**config.mk**
```make
export PLATFORM = sky130hd
export DESIGN_NAME = chan_retune_seq
export DESIGN_NICKNAME = d
export VERILOG_FILES = /design/src/rtl/chan_retune_pkg.sv /design/src/rtl/chan_retune_dp.sv /design/src/rtl/chan_retune_ctrl.sv /design/src/rtl/chan_retune_seq.sv
export SDC_FILE = /design/constraint.sdc
export NUM_CORES = 1
export LEC_CHECK = 0
export BUFFER_PORTS_ARGS = -buffer_cell sky130_fd_sc_hd__clkbuf_2
export CORE_ASPECT_RATIO = 1.75
export CORE_MARGIN = 8
export CORE_UTILIZATION = 50
export CTS_CLUSTER_DIAMETER = 120
export CTS_CLUSTER_SIZE = 25
export DETAILED_ROUTE_END_ITERATION = 10
export GPL_TIMING_DRIVEN = 0
export PLACE_DENSITY = 0.76
export SYNTH_ARGS = -nofsm -noshare
export SYNTH_HDL_FRONTEND = slang
export SYNTH_HIERARCHICAL = 1
export SYNTH_SLANG_ARGS = --single-unit
```
**constraint.sdc**
```tcl
create_clock -name clk -period 7.7 [get_ports clk]
set_clock_uncertainty 0.2 [all_clocks]
set_input_delay 1.155 -clock clk [delete_from_list [all_inputs] [get_ports clk]]
set_output_delay 1.155 -clock clk [all_outputs]
set_load 0.01 [all_outputs]
```
**src/rtl/chan_retune_pkg.sv**
```systemverilog
package chan_retune_pkg;
  typedef enum logic [2:0] {
    S_IDLE, S_READ_OLD, S_WRITE_NEW, S_TUNE_WAIT, S_SETTLE, S_RESTORE, S_FINISH
  } seqState_t;

  // Strobes from control to datapath
  typedef struct packed {
    logic latchReq;   // capture channel and band
    logic saveOld;    // capture read data as the rollback word
    logic clrCnt;     // restart settle count
    logic incCnt;     // advance settle count
    logic selRestore; // write data selects the rollback word
  } dpCtl_t;

  localparam int BAND_BIT = 8;
  localparam int WIDE_BIT = 9;
endpackage

```
**src/rtl/chan_retune_dp.sv**
```systemverilog
module chan_retune_dp
  import chan_retune_pkg::*;
#(
  parameter int CHAN_W     = 8,
  parameter int WORD_W     = 16,
  parameter int SETTLE_CYC = 1600000
) (
  input  logic              clk,
  input  logic              rstN,
  input  dpCtl_t            ctl,
  input  logic [CHAN_W-1:0] chanNum,
  input  logic              bandHi,
  input  logic [WORD_W-1:0] shmRdata,
  output logic [WORD_W-1:0] shmWdata,
  output logic              settleLast
);
  localparam int CNT_W = $clog2(SETTLE_CYC + 1);

  logic [WORD_W-1:0] newWord, savedWord, builtWord;
  logic [CNT_W-1:0]  settleCnt;

  // New code word: channel low, band flag above it, wide flag left clear
  always_comb begin
    builtWord = '0;
    builtWord[CHAN_W-1:0] = chanNum;
    builtWord[BAND_BIT]   = bandHi;
    builtWord[WIDE_BIT]   = 1'b0;
  end

  always_ff @(posedge clk) begin
    if (!rstN) begin
      newWord   <= '0;
      savedWord <= '0;
      settleCnt <= '0;
    end else begin
      if (ctl.latchReq) newWord   <= builtWord;
      if (ctl.saveOld)  savedWord <= shmRdata;
      if (ctl.clrCnt)      settleCnt <= '0;
      else if (ctl.incCnt) settleCnt <= settleCnt + 1'b1;
    end
  end

  assign shmWdata   = ctl.selRestore ? savedWord : newWord;
  assign settleLast = (settleCnt == CNT_W'(SETTLE_CYC - 1));
endmodule

```
**src/rtl/chan_retune_ctrl.sv**
```systemverilog
module chan_retune_ctrl
  import chan_retune_pkg::*;
(
  input  logic   clk,
  input  logic   rstN,
  input  logic   startReq,
  input  logic   tuneAck,
  input  logic   tuneErr,
  input  logic   settleLast,
  output dpCtl_t ctl,
  output logic   tuneReq,
  output logic   shmRe,
  output logic   shmWe,
  output logic   busy,
  output logic   done,
  output logic   error
);
  seqState_t state, nextState;
  logic      failFlag;

  always_comb begin
    nextState = state;
    ctl       = '0;
    unique case (state)
      S_IDLE: if (startReq) begin
        nextState    = S_READ_OLD;
        ctl.latchReq = 1'b1;
      end
      S_READ_OLD:  nextState = S_WRITE_NEW;
      S_WRITE_NEW: begin
        nextState   = S_TUNE_WAIT;
        ctl.saveOld = 1'b1;
      end
      S_TUNE_WAIT: begin
        if (tuneErr) nextState = S_RESTORE;           // error wins
        else if (tuneAck) begin
          nextState  = S_SETTLE;
          ctl.clrCnt = 1'b1;
        end
      end
      S_SETTLE: begin
        ctl.incCnt = 1'b1;
        if (settleLast) nextState = S_FINISH;
      end
      S_RESTORE: begin
        nextState      = S_FINISH;
        ctl.selRestore = 1'b1;
      end
      S_FINISH: nextState = S_IDLE;
      default:  nextState = S_IDLE;
    endcase
  end

  always_ff @(posedge clk) begin
    if (!rstN) begin
      state    <= S_IDLE;
      failFlag <= 1'b0;
    end else begin
      state <= nextState;
      if (state == S_IDLE) failFlag <= 1'b0;
      else if (state == S_TUNE_WAIT && tuneErr) failFlag <= 1'b1;
    end
  end

  assign shmRe   = (state == S_READ_OLD);
  assign shmWe   = (state == S_WRITE_NEW) || (state == S_RESTORE);
  assign tuneReq = (state == S_TUNE_WAIT);
  assign busy    = (state != S_IDLE);
  assign done    = (state == S_FINISH) && !failFlag;
  assign error   = (state == S_FINISH) && failFlag;
endmodule

```
**src/rtl/chan_retune_seq.sv**
```systemverilog
module chan_retune_seq
  import chan_retune_pkg::*;
#(
  parameter int CHAN_W     = 8,
  parameter int WORD_W     = 16,
  parameter int ADDR_W     = 8,
  parameter int CODE_ADDR  = 8'h40,
  parameter int SETTLE_CYC = 1600000
) (
  input  logic              clk,
  input  logic              rstN,
  input  logic              startReq,
  input  logic [CHAN_W-1:0] chanNum,
  input  logic              bandHi,
  input  logic              tuneAck,
  input  logic              tuneErr,
  output logic              tuneReq,
  output logic [ADDR_W-1:0] shmAddr,
  output logic              shmRe,
  output logic              shmWe,
  output logic [WORD_W-1:0] shmWdata,
  input  logic [WORD_W-1:0] shmRdata,
  output logic              busy,
  output logic              done,
  output logic              error
);
  dpCtl_t ctl;
  logic   settleLast;

  assign shmAddr = ADDR_W'(CODE_ADDR);

  chan_retune_ctrl u_ctrl (
    .clk(clk), .rstN(rstN), .startReq(startReq), .tuneAck(tuneAck),
    .tuneErr(tuneErr), .settleLast(settleLast), .ctl(ctl), .tuneReq(tuneReq),
    .shmRe(shmRe), .shmWe(shmWe), .busy(busy), .done(done), .error(error)
  );

  chan_retune_dp #(.CHAN_W(CHAN_W), .WORD_W(WORD_W), .SETTLE_CYC(SETTLE_CYC)) u_dp (
    .clk(clk), .rstN(rstN), .ctl(ctl), .chanNum(chanNum), .bandHi(bandHi),
    .shmRdata(shmRdata), .shmWdata(shmWdata), .settleLast(settleLast)
  );
endmodule

```
==> results.toml, run 1 <==
[run_status]
status = "finished clean"

[worst_hold_path]
min_path_type = "flip-flop to flip-flop"
hp-start = "u_dp/settleCnt[20]"
hold_path_depth = 2

[clocking]
cts_htree_levels = 2
post_cts_buffers = 0
cts_made_buffers = 5
cts_buffer_depth = 2
post_cts_resized = 0
path_clk_slew_ns = 0.09
worstSkewPairLatency_ns = 0.30
ctsHoldBuffers = 0
cts_tree = "yes"
clkSinkCount = 50
cts_root_buf = "clkbuf_8"

[setup_path]
path_cells = "buf_6 > nor2b_1 > and2_4 > clkbuf_1 > clkbuf_1 > mux2_2 > clkbuf_2"
timing.rr.start = "u_ctrl/state[2]"
max_stage_delay_ns = 0.39
r2r_cells = 8
setup.worst_path.start_class = "flip-flop"
worstPathArrival_ns = 2.40
critPathKind = "flip-flop to output pin"
required_ns = 6.34
startpoint = "u_ctrl/state[2]"
crit_top_cell = "clkbuf_1"
path_delay_family = "buffers and inverters"
cp.depth = 7
critPathMaxFanout = 10
worst_setup_path_end_kind = "output pin"
crit_buf_inv = 4
cpMaxStageDelayCell = "clkbuf_1"

[sta]
rsz0062_at_grt = "no"
tightest_slew_ns = 0.671
finalSetupTns_ns = 0
slew_headroom_pct = 55.3
holdWs_ns = 0.281
timing.fmax_mhz = 266
finalSetupViolCount = 0
finalCritPeriodShare_pct = 48.7
min_period_ns = 3.75
drv_slew = 0
hold_viol_final = 0

[placement]
portBuffers = 51
place.gp.congestion = 0.779
dpl.hpwl_um = 4070

[flow_run]
maxCapViolCount = 0

[synth]
async_reset_ff_share_pct = 0
synth.distinct_cells = 48
netlist_area_um2 = 2440
ys_seq_area_share_pct = 41.1
avgSynthCellArea_um2 = 9.56
yosys_warnings = 6
ys_ff_latch = 50
synthFlopType = "dfxtp_1"
synth_edf_count = 0
syn_inst = 255

[cells_and_area]
final_cell_mix = "clkbuf_2 (51), dfxtp_1 (50), nor2b_1 (29)"
syn2layout_area_growth_pct = 18.6
fillCellCount = 452
final_common_cell = "clkbuf_2"
drive_gt1_share_pct = 26.9
fin_nets = 350
n_antenna_cell = 0

[detailed_routing]
met1_length_um = 1950
dr.pass1.iters = 4
met3_length_um = 306
drt_wl_total_um = 5160
dr.max_layer_used = "met4"
wl_met2_um = 2740
via_per_inst = 5.31
drt_iter0_markers = 51
vias = 1975
wire_per_inst_um = 13.9
route.detailed.drc = 0
antenna_left = 0

[floorplanning]
die_x_um = 68.8
rows = 33
core_area_um2 = 4710
die_h_um = 108
io_pins = 60
start_util_pct = 51.8
dieArea_um2 = 7450

[global_route]
grt_pass1_wl_um = 8710
grt_usage_pct = 14.8
overflow = 0
grt_pass1_vias = 2057
grt_max_degree = 16
antenna_found_initial = 0

[power]
leakage_uw = 0.00117
powerDensity_nw_per_um2 = 182
ir_worst_vdd_v = 0.000206
## stage by stage
stage	utilization (%)	cell area [µm²]	setup WS (ns)	total power, µW	cells
after floorplan	-	2460	4.69	327	261
final	61.4	2890	3.95	525	372
after detailed placement	59.1	2780	4.28	349	364
after CTS	61.4	2890	3.93	532	372
after global placement	59.1	2780	4.28	348	364
after global routing	61.4	2890	3.79	552	372
## worst paths after layout
path / endpoint / slack (ns)
worst min-delay path: u_dp/settleCnt[20] / 0.28
worst max-delay path: shmWdata[8] / 3.95
worst min register to register: u_dp/settleCnt[20] / 0.28
worst max register to register: u_dp/settleCnt[15] / 5.01
## where the power goes
part | internal, µW | total [µW] | switching [µW]
registers | 268 | 274 | 6.09
clock network | 97.0 | 182 | 85.5
logic | 35.6 | 68.2 | 32.6
total | 401 | 525 | 124
## cells in the mapped netlist, types with 3 or more instances
cell type  count  area, µm²
nand4_1        8       50.1
xnor2_1        6       52.6
and2_1         8       50.1
or3_1          3       18.8
or4_1          4       30.0
o31ai_1        3       22.5
xor2_1         7       61.3
mux2_2         9        101
nor2b_1       29        181
nand2_1        9       33.8
mux2i_1       26        260
clkbuf_1       9       33.8
o21ai_0        3       15.0
nand2b_1       4       25.0
nand3_1        5       25.0
dfxtp_1       50       1000
a21oi_1        7       35.0
buf_4          9       67.6
nor2_1        19       71.3
## sequential cells by signal, indices dropped and copies added (netlist names)
| signal | count |
|---|---|
| u_dp/settleCnt | 21 |
| u_dp/savedWord | 16 |
| u_dp/newWord | 9 |
| u_ctrl/state | 3 |
| u_ctrl/failFlag | 1 |
## kinds of logic after synthesis
group	Yosys count	synth area share, %
xor gates and xnor gates	13	4.67
muxes	35	14.8
AOI/OAI and AO/OA	20	5.34
other	2	0.308
adders and majority gates	1	0.513
buffers and inverters	23	5.34
and+or+nand+nor	111	27.9
DFF	50	41.1
## layout make-up
cell class / count / area (µm²) / area share, %
multi-input combinational: 188 / 1330 / 46.0
sequential: 50 / 1000 / 34.6
buffer: 21 / 123 / 4.24
clock inverter: 2 / 37.5 / 1.30
clock buffer: 6 / 72.6 / 2.51
tap: 52 / 65.1 / 2.25
inverter: 2 / 7.51 / 0.260
timing repair buffer: 51 / 255 / 8.83
## worst reg2reg max path: cells and delay by family (launching register included)
family / cells / cell delay [ns]
AND/OR/NAND/NOR: 5 / 1.62
flip-flops: 1 / 0.35
buffers and inverters: 2 / 0.32
AO/OA/AOI/OAI: 1 / 0.14
## layer usage
metal | vias to the layer above | global-route usage (%)
li1 | 997 | -
met1 | 915 | 14.0
met2 | 50 | 26.9
met3 | 13 | 5.18
met4 | 0 | 6.78
met5 | - | 0
Note: power is estimated with default switching activity, not from simulation.
==> run 2, diff against run 1 <==
--- a/config.mk
+++ b/config.mk
@@ -5,15 +5,16 @@
 export SDC_FILE = /design/constraint.sdc
 export NUM_CORES = 1
 export LEC_CHECK = 0
+export ABC_AREA = 1
 export BUFFER_PORTS_ARGS = -buffer_cell sky130_fd_sc_hd__clkbuf_2
 export CORE_ASPECT_RATIO = 1.75
 export CORE_MARGIN = 8
-export CORE_UTILIZATION = 50
+export CORE_UTILIZATION = 48
 export CTS_CLUSTER_DIAMETER = 120
 export CTS_CLUSTER_SIZE = 25
 export DETAILED_ROUTE_END_ITERATION = 10
 export GPL_TIMING_DRIVEN = 0
-export PLACE_DENSITY = 0.76
+export PLACE_DENSITY = 0.75
 export SYNTH_ARGS = -nofsm -noshare
 export SYNTH_HDL_FRONTEND = slang
 export SYNTH_HIERARCHICAL = 1
==> constraint.sdc (replaced) <==
create_clock -name clk -period 3.25 [get_ports clk]
set_clock_uncertainty 0.2 [all_clocks]
set_input_delay 0.4875 -clock clk [delete_from_list [all_inputs] [get_ports clk]]
set_output_delay 0.4875 -clock clk [all_outputs]
set_load 0.01 [all_outputs]
==> run 2 against run 1 <==
Compared with the run above: design area increased by 3.9%; highest routed layer unchanged; worst setup slack worse by 3.5 ns; power rose to 3.4 times the previous value; die area rose by 8.0%; area after synthesis up 5.5%; non-clock buffer count down 2; critical endpoint is now shmWdata[4]; final cell count up 36%; global-route usage is 0.11 points higher; via count rose by 26%; sequential share of layout area down 1.3 points; register-to-register slack got worse by 3.9 ns.
==> results.toml, run 2 <==
[cells_and_area]
drive_gt1_share_pct = 21.8
reg.largest.list = "u_dp/settleCnt: 21 flops, u_dp/savedWord: 16 flops, u_dp/newWord: 9 flops"
multi_input_area_um2 = 1280
fin_nets = 481
n_antenna_cell = 0
final_cell_count_no_fill = 505
final_common_cell = "nor2_1"
syn2layout_area_growth_pct = 16.7
largest_reg_flops = 21
final_cell_mix = "nor2_1 (70), nand2_1 (62), inv_1 (52)"
largest-register = "u_dp/settleCnt"
fillCellCount = 499
regArea_um2 = 1000

[synth]
synth_edf_count = 0
ys_seq_area_share_pct = 38.9
netlist_area_um2 = 2570
synthTopCellsByArea = "dfxtp_1 (39%), nor2_1 (10%), nand2_1 (9.0%)"
yosys.area.top_type = "dfxtp_1"
yosys.cell_count.top_type = "nor2_1"
yosys_warnings = 6
yosys.area.top_type_share_pct = 38.9
synth.distinct_cells = 27
yosys-top-cells-count = "nor2_1 (70), nand2_1 (62), inv_1 (52)"
async_reset_ff_share_pct = 0
synthFlopType = "dfxtp_1"
ys_ff_latch = 50
syn_inst = 386
avgSynthCellArea_um2 = 6.66

[placement]
dpl.hpwl_um = 5010
place.gp.congestion = 0.843
place_ws_ns = 0.794
placed_cells_incl_taps = 498
portBuffers = 51

[run_status]
status = "finished clean"

[clocking]
post_cts_resized = 0
cts_htree_levels = 2
cts_buffer_depth = 2
cts_tree = "yes"
worstSkewPairLatency_ns = 0.30
cts_made_buffers = 5
ctsHoldBuffers = 0
path_clk_slew_ns = 0.09
clkSinkCount = 50
cts_root_buf = "clkbuf_8"
post_cts_buffers = 0

[sta]
slew_headroom_pct = 66.4
tightest_slew_ns = 0.500
finalSetupTns_ns = 0
finalCritPeriodShare_pct = 85.2
drv_slew = 0
timing.fmax_mhz = 361
postLayoutSetupSlackWorst_ns = 0.481
finalSetupViolCount = 0
rsz0062_at_grt = "no"
hold_viol_final = 0
min_period_ns = 2.77

[detailed_routing]
antenna_left = 0
vias = 2494
drt_wl_total_um = 6130
drt_iter0_markers = 120
via_per_inst = 4.94
wire_per_inst_um = 12.1
dr.pass1.iters = 4
route.detailed.drc = 0

[floorplanning]
rows = 35
die_x_um = 71.3
io_pins = 60
die_h_um = 113
start_util_pct = 49.4
dieArea_um2 = 8050
core_area_um2 = 5210

[setup_path]
setup.worst_path.start_class = "flip-flop"
critPathMaxFanout = 10
required_ns = 2.56
worst_setup_path_end_kind = "output pin"
worstPathArrival_ns = 2.08
critPathKind = "flip-flop to output pin"

[global_route]
grt_pass1_vias = 2342
overflow = 0
grt_pass1_wl_um = 9940
antenna_found_initial = 0
grt_max_degree = 16
grt_usage_pct = 14.9

[power]
ir_worst_vdd_v = 0.000286
powerDensity_nw_per_um2 = 587
leakage_uw = 0.00139

[worst_hold_path]
min_path_type = "primary input to flip-flop"

[flow_run]
maxCapViolCount = 0
## run 2: cell types whose count changed after synthesis, sizes merged, moves of 9 or more
cell | before | now
nor2b | 29 | 0
nand3 | 5 | 24
o21ai | 3 | 38
a21oi | 7 | 25
inv | 2 | 54
mux2i | 26 | 0
and2 | 9 | 0
nand2 | 9 | 68
nor2 | 19 | 85
mux2 | 9 | 0
## run 2: area by class of cell
class | count | share of cell area (%)
repair buffers | 51 | 8.50
clock buffers | 5 | 2.29
clock inverters | 2 | 0.500
well taps | 55 | 2.29
plain buffers | 19 | 3.67
flip-flops and latches | 50 | 33.3
multi-input cells | 269 | 42.7
inverters | 54 | 6.75
## run 2: routing by layer
layer | vias to the layer above | routed length [µm] | part of all wire (%) | track usage, %
met4 | 0 | 90 | 1.5 | 5.59
met5 | - | 0 | 0 | 0
li1 | 1325 | - | - | -
met3 | 10 | 425 | 6.9 | 4.61
met1 | 1106 | 2210 | 36 | 12.2
met2 | 53 | 3410 | 56 | 30.6
## run 2: worst paths after layout
path	slack, ns	depth (start not counted)	from	endpoint
min	0.21	3	shmRdata[6]	u_dp/savedWord[6]
max	0.48	6	u_ctrl/state[2]	shmWdata[4]
min reg2reg	0.25	2	u_dp/newWord[8]	u_dp/newWord[8]
max reg2reg	1.09	8	u_ctrl/state[2]	u_dp/settleCnt[8]
## run 2: kinds of logic after synthesis
kind of cell / count (synthesis) / synth area share (%)
flip-flops: 50 / 38.9
XOR/XNOR: 1 / 0.341
other: 2 / 0.292
adder cells (fa/ha/maj): 1 / 0.486
AND/OR/NAND/NOR: 193 / 34.5
buffers and inverters: 73 / 12.2
AO/OA/AOI/OAI: 66 / 13.3
## run 2: worst max-delay path: stages (launching register included)
cell,delay [ns]
dfxtp_1,0.52
inv_2,0.10
nor3_2,0.39
clkbuf_1,0.39
nand2_1,0.12
o21ai_0,0.10
clkbuf_2,0.17
## run 2: per-stage QoR
step	utilization, %	instance area, µm²	power [µW]	hold WS [ns]
final	57.6	3000	1760	0.213
after global routing	57.6	3000	1890	0.209
after CTS	57.6	3000	1790	0.206
after detailed placement	56.0	2920	1440	0.243
after global placement	56.0	2920	1420	0.237
after floorplan	-	2590	1240	0.224
## run 2: report_power, final
| part | total (µW) | switching, µW | internal [µW] | leakage, µW |
|---|---|---|---|---|
| registers | 813 | 72.0 | 741 | 0.000407 |
| logic | 607 | 393 | 214 | 0.000952 |
| clock network | 344 | 197 | 147 | 0.0000362 |
==> run 3, diff against run 2 <==
--- a/config.mk
+++ b/config.mk
@@ -13,7 +13,6 @@
 export CTS_CLUSTER_DIAMETER = 120
 export CTS_CLUSTER_SIZE = 25
 export DETAILED_ROUTE_END_ITERATION = 10
-export GPL_TIMING_DRIVEN = 0
 export PLACE_DENSITY = 0.75
 export SYNTH_ARGS = -nofsm -noshare
 export SYNTH_HDL_FRONTEND = slang
==> run 3 against run 2 <==
Compared with the run above: register-to-register slack gained 0.07 ns; sequential power is 1% higher; sequential share of layout area grew 0.78 points; final cell count down 2.8%; worst hold slack got worse by 0.0079 ns; design area decreased by 2.3%; first-iteration DRC count is 18% lower; global-route usage is essentially flat; non-clock buffer count fell by 15; clock-buffer cell count increased by 1; largest power group unchanged.
==> results.toml, run 3 (same netlist as run 2, synthesis figures left out) <==
[placement]
placed_cells_incl_taps = 483
portBuffers = 51
dpl.hpwl_um = 4710
place.gp.congestion = 0.872
place_ws_ns = 1.22

[cells_and_area]
drive_gt1_share_pct = 20.6
final_cell_count_no_fill = 491
fin_nets = 466
n_antenna_cell = 0
largest-register = "u_dp/settleCnt"
syn2layout_area_growth_pct = 14.1
largest_reg_flops = 21
reg.largest.list = "u_dp/settleCnt: 21 flops, u_dp/savedWord: 16 flops, u_dp/newWord: 9 flops"
final_common_cell = "nor2_1"
final_cell_mix = "nor2_1 (70), nand2_1 (62), inv_1 (52)"

[floorplanning]
start_util_pct = 49.4
core_area_um2 = 5210
rows = 35
dieArea_um2 = 8050
io_pins = 60
die_x_um = 71.3
die_h_um = 113

[clocking]
path_clk_slew_ns = 0.09
cts_buffer_depth = 2
post_cts_resized = 0
ctsHoldBuffers = 0
worstSkewPairLatency_ns = 0.30
cts_root_buf = "clkbuf_8"
cts_made_buffers = 5
post_cts_buffers = 0
cts_tree = "yes"
clkSinkCount = 50
cts_htree_levels = 2

[detailed_routing]
route.detailed.drc = 0
wire_per_inst_um = 12.1
antenna_left = 0
via_per_inst = 5.06
vias = 2483
drt_iter0_markers = 99
drt_wl_total_um = 5940
dr.pass1.iters = 4

[setup_path]
timing.rr.start = "u_ctrl/state[2]"
required_ns = 2.56
setup.worst_path.start_class = "flip-flop"
max_stage_delay_ns = 0.50
worstPathArrival_ns = 1.64
path_delay_family = "buffers and inverters"
reg2reg_slack_ns = 1.16
critPathKind = "flip-flop to output pin"
crit_buf_inv = 3
cp.depth = 6
path_cells = "inv_2 > nor3_2 > buf_4 > nand2_1 > o21ai_0 > clkbuf_2"
worst_setup_path_end_kind = "output pin"
r2r_cells = 8
cpMaxStageDelayCell = "dfxtp_1"
timing.rr.end = "u_dp/settleCnt[8]"
critPathMaxFanout = 26

[global_route]
top_usage_layer = "met2"
grt_pass1_wl_um = 9940
antenna_found_initial = 0
gr-usage-met3_pct = 3.72
grt_max_degree = 29
grt_pass1_vias = 2337
gr-usage-met2_pct = 28.5
overflow = 0
use_met1_pct = 13.7
grt_usage_pct = 14.9

[power]
p_int_uw = 1110
ir_worst_vdd_v = 0.000231
p_comb_share_pct = 32.1
powerDensity_nw_per_um2 = 602
swShare_pct = 37.2
p_total_uw = 1770
power_frac_seq_pct = 46.6
leakage_uw = 0.00135
pwr-share-clk_pct = 21.4
p_sw_uw = 657

[sta]
tightest_slew_ns = 0.498
postLayoutSetupSlackWorst_ns = 0.923
min_period_ns = 2.33
slew_headroom_pct = 66.7
drv_slew = 0
holdWs_ns = 0.205
finalSetupViolCount = 0
finalSetupTns_ns = 0
hold_viol_final = 0
timing.fmax_mhz = 430
rsz0062_at_grt = "no"
finalCritPeriodShare_pct = 71.6

[worst_hold_path]
min_to = "u_dp/savedWord[15]"
hp-start = "shmRdata[15]"
hold_path_depth = 3
min_path_type = "primary input to flip-flop"

[flow_run]
maxCapViolCount = 0

[run_status]
status = "finished clean"
-- run 3: cell count changes in the layout (fill, tap and decap cells not counted) --
cell,change
clkbuf_8,+1
clkinvlp_4,-1
clkinv_2,+1
clkbuf_1,-6
buf_4,-5
buf_2,-4
-- run 3: stage by stage --
step | cell area [µm²] | utilization, %
after detailed placement | 2840 | 54.5
after floorplan | 2590 | -
after CTS | 2930 | 56.3
after global placement | 2840 | 54.5
after global routing | 2930 | 56.3
final | 2930 | 56.3
-- run 3: worst max-delay path by stage --
| stage | startpoint | to | slack (ns) |
|---|---|---|---|
| after floorplan | u_ctrl/state[2] | shmWdata[6] | 1.23 |
| after global placement | u_ctrl/state[2] | u_dp/settleCnt[8] | 1.27 |
| after detailed placement | u_ctrl/state[2] | u_dp/settleCnt[8] | 1.22 |
| after CTS | u_ctrl/state[2] | shmWdata[2] | 0.90 |
| after global routing | u_ctrl/state[2] | shmWe | 0.76 |
| final | u_ctrl/state[2] | shmWdata[4] | 0.92 |
-- run 3: power groups by stage --
stage          sequential [µW]  combinational (µW)  clock (µW)
2_1_floorplan              808                 432           0
3_3_place_gp               832                 560           0
3_5_place_dp               836                 572           0
4_1_cts                    821                 573         395
5_1_grt                    841                 643         419
6_report                   823                 566         377
-- run 3: worst min-delay path, cell delays in order --
cell and delay (ns):
clkbuf_2 0.08, nor2_1 0.03, nor2_1 0.08
-- run 3: layout make-up --
cell class	instances	area, µm²
clock buffer	6	82.6
clock inverter	2	12.5
fill	519	2280
inverter	54	203
multi-input combinational	269	1280
sequential	50	1000
tap	55	68.8
timing repair buffer	55	285
-- run 3: metal layers --
metal	vias to the layer above	part of all wire [%]
met4	0	1.7
met3	6	5.5
met2	56	54
met5	-	0
met1	1120	39
li1	1301	-
